`src/rtl/mreq_pkg.sv`:
```
// Package: shared encodings for the bus master request loader.
// Assumes: step codes fit the 4-bit counter exposed to user logic.
package mreq_pkg;
    localparam int STEP_W = 4;

    typedef enum logic [STEP_W-1:0] {
        STEP_CMD  = 4'd0,
        STEP_LEN  = 4'd1,
        STEP_ADDR = 4'd2
    } step_e;

    // command bit that marks a read transaction
    localparam int CMD_RD_BIT = 0;
endpackage

```
`src/rtl/mreq_loader.sv`:
```
// Module: request loader. It captures command, burst length and address in
// sequence under one active-low strobe, holds the full flag until the engine
// reports completion or abort, and raises the start pulse.
// Assumes: clr_n is asynchronous and has priority over the synchronous rst_n.
module mreq_loader
    import mreq_pkg::*;
#(
    parameter int DATA_W = 32,
    parameter int CMD_W  = 4,
    parameter int LEN_W  = 8
) (
    input  logic              clk,
    input  logic              rst_n,
    input  logic              clr_n,
    input  logic              ld_en_n,
    input  logic [DATA_W-1:0] ld_data,
    input  logic              wr_done,
    input  logic              rd_done,
    input  logic              tgt_abort,
    output logic [STEP_W-1:0] step_o,
    output logic [CMD_W-1:0]  cmd_o,
    output logic [LEN_W-1:0]  len_o,
    output logic [DATA_W-1:0] addr_o,
    output logic              full_o,
    output logic              start_o,
    output logic              abort_o
);
    step_e             step_q;
    logic [CMD_W-1:0]  cmd_q;
    logic [LEN_W-1:0]  len_q;
    logic [DATA_W-1:0] addr_q;
    logic              full_q;
    logic              start_q;
    logic              abort_q;
    logic              is_read;
    logic              finish;
    logic              take;

    // decode the direction of the outstanding request and its end condition
    always_comb begin
        is_read = cmd_q[CMD_RD_BIT];
        finish  = tgt_abort || (is_read ? rd_done : wr_done);
        take    = !ld_en_n && !full_q;
    end

    // sequence the three words, track full/abort, pulse start
    always_ff @(posedge clk or negedge clr_n) begin
        if (!clr_n) begin
            step_q  <= STEP_CMD;
            cmd_q   <= '0;
            len_q   <= '0;
            addr_q  <= '0;
            full_q  <= 1'b0;
            start_q <= 1'b0;
            abort_q <= 1'b0;
        end else if (!rst_n) begin
            step_q  <= STEP_CMD;
            cmd_q   <= '0;
            len_q   <= '0;
            addr_q  <= '0;
            full_q  <= 1'b0;
            start_q <= 1'b0;
            abort_q <= 1'b0;
        end else begin
            start_q <= 1'b0;
            if (full_q) begin
                if (finish) begin
                    full_q <= 1'b0;
                end
                if (tgt_abort) begin
                    abort_q <= 1'b1;
                end
            end else if (take) begin
                unique case (step_q)
                    STEP_CMD: begin
                        cmd_q  <= ld_data[CMD_W-1:0];
                        step_q <= STEP_LEN;
                    end
                    STEP_LEN: begin
                        len_q  <= ld_data[LEN_W-1:0];
                        step_q <= STEP_ADDR;
                    end
                    STEP_ADDR: begin
                        addr_q  <= ld_data;
                        step_q  <= STEP_CMD;
                        full_q  <= 1'b1;
                        start_q <= 1'b1;
                        abort_q <= 1'b0;
                    end
                    default: step_q <= STEP_CMD;
                endcase
            end
        end
    end

    // present registered state
    always_comb begin
        step_o  = step_q;
        cmd_o   = cmd_q;
        len_o   = len_q;
        addr_o  = addr_q;
        full_o  = full_q;
        start_o = start_q;
        abort_o = abort_q;
    end
endmodule

```
`src/rtl/mreq_hold.sv`:
```
// Module: bus request hold. A low busy input starts a hold that lasts at least
// MIN_HOLD cycles and ends on busy release or target disconnect. After a
// disconnect it re-arms only once busy has been seen high.
// Assumes: MIN_HOLD >= 2; clear does not touch this logic.
module mreq_hold #(
    parameter int MIN_HOLD = 2
) (
    input  logic clk,
    input  logic rst_n,
    input  logic busy_n,
    input  logic tgt_disc,
    output logic hold_o
);
    localparam int CNT_W = $clog2(MIN_HOLD + 1);
    localparam logic [CNT_W-1:0] CNT_LAST = CNT_W'(MIN_HOLD - 1);

    logic             hold_q;
    logic             armed_q;
    logic [CNT_W-1:0] cnt_q;

    // hold state machine with minimum-length counter
    always_ff @(posedge clk) begin
        if (!rst_n) begin
            hold_q  <= 1'b0;
            armed_q <= 1'b1;
            cnt_q   <= '0;
        end else if (hold_q) begin
            if (tgt_disc) begin
                hold_q  <= 1'b0;
                armed_q <= 1'b0;
            end else if (busy_n && cnt_q >= CNT_LAST) begin
                hold_q <= 1'b0;
            end else if (cnt_q < CNT_LAST) begin
                cnt_q <= cnt_q + 1'b1;
            end
        end else begin
            cnt_q <= '0;
            if (busy_n) begin
                armed_q <= 1'b1;
            end else if (armed_q) begin
                hold_q <= 1'b1;
            end
        end
    end

    assign hold_o = hold_q;
endmodule

```
`src/rtl/mreq_frontend.sv`:
```
// Module: bus master request front-end top. It joins the request loader, the
// busy hold and the ready flag, and forms the bus request.
// Assumes: LEN_W and CMD_W do not exceed DATA_W.
module mreq_frontend #(
    parameter int DATA_W   = 32,
    parameter int CMD_W    = 4,
    parameter int LEN_W    = 8,
    parameter int MIN_HOLD = 2
) (
    input  logic              clk,
    input  logic              rst_n,
    input  logic              clr_n,
    input  logic              ld_en_n,
    input  logic [DATA_W-1:0] ld_data,
    input  logic              busy_n,
    input  logic              wr_done,
    input  logic              rd_done,
    input  logic              tgt_abort,
    input  logic              tgt_disc,
    output logic [3:0]        step_cnt_o,
    output logic              req_full_n_o,
    output logic              start_o,
    output logic [CMD_W-1:0]  cmd_o,
    output logic [LEN_W-1:0]  len_o,
    output logic [DATA_W-1:0] addr_o,
    output logic              abort_o,
    output logic              ready_o,
    output logic              bus_req_o
);
    logic full_w;
    logic hold_w;
    logic ready_q;

    mreq_loader #(
        .DATA_W (DATA_W),
        .CMD_W  (CMD_W),
        .LEN_W  (LEN_W)
    ) loader_i (
        .clk       (clk),
        .rst_n     (rst_n),
        .clr_n     (clr_n),
        .ld_en_n   (ld_en_n),
        .ld_data   (ld_data),
        .wr_done   (wr_done),
        .rd_done   (rd_done),
        .tgt_abort (tgt_abort),
        .step_o    (step_cnt_o),
        .cmd_o     (cmd_o),
        .len_o     (len_o),
        .addr_o    (addr_o),
        .full_o    (full_w),
        .start_o   (start_o),
        .abort_o   (abort_o)
    );

    mreq_hold #(
        .MIN_HOLD (MIN_HOLD)
    ) hold_i (
        .clk      (clk),
        .rst_n    (rst_n),
        .busy_n   (busy_n),
        .tgt_disc (tgt_disc),
        .hold_o   (hold_w)
    );

    // ready drops at once on clear, rises on the first edge out of reset and clear
    always_ff @(posedge clk or negedge clr_n) begin
        if (!clr_n) begin
            ready_q <= 1'b0;
        end else begin
            ready_q <= rst_n;
        end
    end

    // drive the flag, ready and bus request outputs
    always_comb begin
        req_full_n_o = !full_w;
        ready_o      = ready_q;
        bus_req_o    = full_w || hold_w;
    end
endmodule

```
`config.mk`:
```
export PLATFORM = sky130hd
export DESIGN_NAME = mreq_frontend
export DESIGN_NICKNAME = d
export VERILOG_FILES = /design/src/rtl/mreq_pkg.sv /design/src/rtl/mreq_loader.sv /design/src/rtl/mreq_hold.sv /design/src/rtl/mreq_frontend.sv
export SDC_FILE = /design/constraint.sdc
export NUM_CORES = 1
export LEC_CHECK = 0
export BUFFER_PORTS_ARGS = -buffer_cell sky130_fd_sc_hd__buf_2
export CAP_MARGIN = 20
export CORE_ASPECT_RATIO = 1.75
export CORE_MARGIN = 4
export CORE_UTILIZATION = 35
export DETAILED_ROUTE_END_ITERATION = 6
export PLACE_DENSITY = 0.68
export RECOVER_POWER = 50
export SYNTH_ARGS = -nofsm -noshare
export SYNTH_HDL_FRONTEND = slang
export SYNTH_HIERARCHICAL = 1
export SYNTH_SLANG_ARGS = --single-unit
```
`constraint.sdc`:
```
create_clock -name clk -period 2 [get_ports clk]
set_clock_uncertainty 0.1 [all_clocks]
set_input_delay 0.1 -clock clk [delete_from_list [all_inputs] [get_ports clk]]
set_output_delay 0.1 -clock clk [all_outputs]
set_load 0.05 [all_outputs]
```
==> flow_metrics.env <==
export IMPL_criticalPathCategory="register to register"
export IMPL_p_leak_nw=1.64
export IMPL_yosysWarnings=6
export IMPL_max_cap_violations=0
export IMPL_syn_area_per_cell_um2=10.6
export IMPL_cp_arrival_ps=1710
export IMPL_crit_slowest_cell="or4b_1"
export IMPL_synthDistinctLibCells=29
export IMPL_num_rows=39
export IMPL_clk_path_buf_depth=2
export IMPL_crit_chain="or4b_1 -> mux2i_1"
export IMPL_finalHoldViolCount=0
export IMPL_pin_count=94
export IMPL_root_buffer="clkbuf_16"
export IMPL_synthXorXnorAreaFrac_pct=0
export IMPL_synth_top_family_by_area="multiplexers"
export IMPL_area_delta_synth_final_pct=38.8
export IMPL_fin_nets=389
export IMPL_final_cell_area_um2=3340
export IMPL_slew_viol_final=0
export IMPL_fmax_mhz=604
export IMPL_dieArea_um2=8320
export IMPL_dpl_instance_area_um2=2950
export IMPL_cp_start_kind="register"
export IMPL_portBuffers=91
export IMPL_cp_num_buf_inv=0
export IMPL_netlist_area_um2=2410
export IMPL_seq_area_frac_synth_pct=55.3
export IMPL_max_stage_delay_ps=760
export IMPL_wirelength_um=5880
export IMPL_synth_compound_area_share_pct=3.02
export IMPL_ff2ff_setup_slack_ps=340
export IMPL_dp_hpwl_um=4120
export IMPL_rsz0062_at_grt="false"
export IMPL_maxSlewHeadroom_pct=58.0
export IMPL_cts_buffers_inserted=5
export IMPL_drive_above_1_share_pct=22.8
export IMPL_routed_via_density=4.60
export IMPL_status="finished clean"
export IMPL_coreArea_um2=6590
export IMPL_postSynthRegisterBits=54
export IMPL_synthSimpleGateAreaFrac_pct=17.2
export IMPL_clk_pin_slew_worst_paths_ps=60
export IMPL_synthMuxAreaShare_pct=18.7
export IMPL_drt_first_iter_violations=78
export IMPL_syn_inst=228
export IMPL_antenna_left=0
export IMPL_critPathCaptureType="register"
export IMPL_cts_tree="done"
export IMPL_period_share_pct=82.8
export IMPL_path_delay_family="simple AND/OR/NAND/NOR gates"
export IMPL_period_minus_slack_ps=1660
export IMPL_cts_max_level=2
export IMPL_initial_core_util_pct=36.5
export IMPL_track_usage_pct=14.8
export IMPL_grt_overflow=0
export IMPL_gp_congestion=0.723
export IMPL_detail_route_first_pass_iterations=4
export IMPL_dieHeight_um=118
export IMPL_grt_max_degree=41
export IMPL_finalSetupViolCount=0
export IMPL_cts_sinks=54
export IMPL_setup_tns_ps=0
export IMPL_diodes=0
export IMPL_drc=0
export IMPL_worst_slew_pin_slew_ps=633
export IMPL_antenna_found_initial=0
export IMPL_grt_pass1_vias=2100
export IMPL_die_w_um=70.7
export IMPL_insertion_delay_ps=280
export IMPL_min_path_type="input port to register"
export IMPL_synthAdderAreaFrac_pct=1.04
export IMPL_ctsResizeCount=0
export IMPL_grt_pass1_wl_um=9780
export IMPL_critPathMaxFanout=9
export IMPL_vias=1972
export IMPL_ir_drop_uv=497
export IMPL_wl_per_cell_um=13.7
export IMPL_powerDensity_nw_per_um2=698
export IMPL_cp_data_required_time_ps=2050
==> cell usage in the layout (no fill, tap or decap), types with 4 or more instances in the layout <==
| cell | n |
|---|---|
| dlygate4sd3_1 | 30 |
| clkbuf_16 | 5 |
| mux2i_1 | 45 |
| dfrtp_1 | 50 |
| clkbuf_1 | 29 |
| buf_4 | 4 |
| inv_1 | 4 |
| buf_2 | 65 |
| nand2_1 | 80 |
| o21ai_0 | 5 |
| dfxtp_1 | 4 |
==> cell families after synthesis <==
logic type | after synthesis
AOI/OAI and AO/OA | 12
muxes | 45
and+or+nand+nor | 93
DFF | 54
adders and majority gates | 2
other | 1
buffers and inverters | 21
==> worst register-to-register path: stages, from the launching register on <==
cell and delay, ps:
dfrtp_1 450, or4b_1 760, mux2i_1 210
==> registers in the layout, indices dropped and copies added (netlist names), 2 cells and up <==
signal           flops
loader_i/len_o       8
hold_i/cnt_q         2
loader_i/cmd_o       4
loader_i/addr_o     32
loader_i/step_o      2
==> layer usage <==
metal | vias to the layer above | global-route usage [%] | part of all wire (%)
met5 | - | 0 | 0
met4 | 0 | 7.53 | 3.7
met3 | 12 | 3.59 | 5.6
met2 | 59 | 25.7 | 50
met1 | 921 | 16.4 | 41
li1 | 980 | - | -
==> path summary, 6_finish.rpt <==
kind | to | from | cells past startpoint
worst max register to register | loader_i/len_o[7]$_DFFE_PN0P_ | loader_i/full_o$_DFF_PN0_ | 2
min in group asynchronous | loader_i/addr_o[20]$_DFFE_PN0P_ | clr_n | 2
worst max-delay path | loader_i/len_o[7]$_DFFE_PN0P_ | loader_i/full_o$_DFF_PN0_ | 2
worst min-delay path | hold_i/hold_o$_SDFF_PN0_ | tgt_disc | 3
max in group asynchronous | loader_i/addr_o[18]$_DFFE_PN0P_ | clr_n | 3
worst min register to register | hold_i/cnt_q[1]$_SDFFE_PN0P_ | hold_i/cnt_q[1]$_SDFFE_PN0P_ | 2
==> layout make-up <==
type                       count  area [µm²]
fill                         649        3250
multi-input combinational    154         975
inverter                       4        15.0
sequential                    54        1330
clock buffer                   8         136
tap                           82         103
timing repair buffer         127         781
==> where the power goes <==
| part | internal, W | switching [W] |
|---|---|---|
| Clock | 0.000466 | 0.000352 |
| Combinational | 0.000136 | 0.000235 |
| Sequential | 0.00112 | 0.0000204 |
==> through the flow <==
step           hold slack [ps]  cells  util, %  worst slack (ps)  total power (W)
2_1_floorplan             -296    229        -               333          0.00138
3_3_place_gp              -106    391     44.8               383          0.00149
3_5_place_dp              -107    391     44.8               334          0.00150
4_1_cts                   5.05    429     51.4               332          0.00239
5_1_grt                   29.5    429     50.7               281          0.00245
6_report                  6.85    429     50.7               344          0.00233
==> synth_stat cells, drive strengths merged <==
library cell,n,area share (%)
nand4b,1,0.36
mux2i,45,19
o2111ai,1,0.36
nor2b,2,0.83
nor4b,1,0.36
or3b,1,0.36
or4b,1,0.42
buf,8,2.5
conb,1,0.16
dfrtp,50,52
inv,4,0.62
or4,1,0.31
o21ai,5,1.0
nor3b,1,0.31
or3,1,0.26
and2,1,0.26
clkbuf,9,1.4
and3b,1,0.36
ha,2,1.0
a21boi,2,0.62
or2,1,0.26
nand2,80,12
a21oi,3,0.62
dfxtp,4,3.3
a22o,1,0.36
nand2b,1,0.57
==> what timing repair did <==
action,in CTS,in global routing
hold endpoints to repair,82,0
buffers inserted,0,0
hold buffers,30,0
Power figures use the tool's default switching activity.
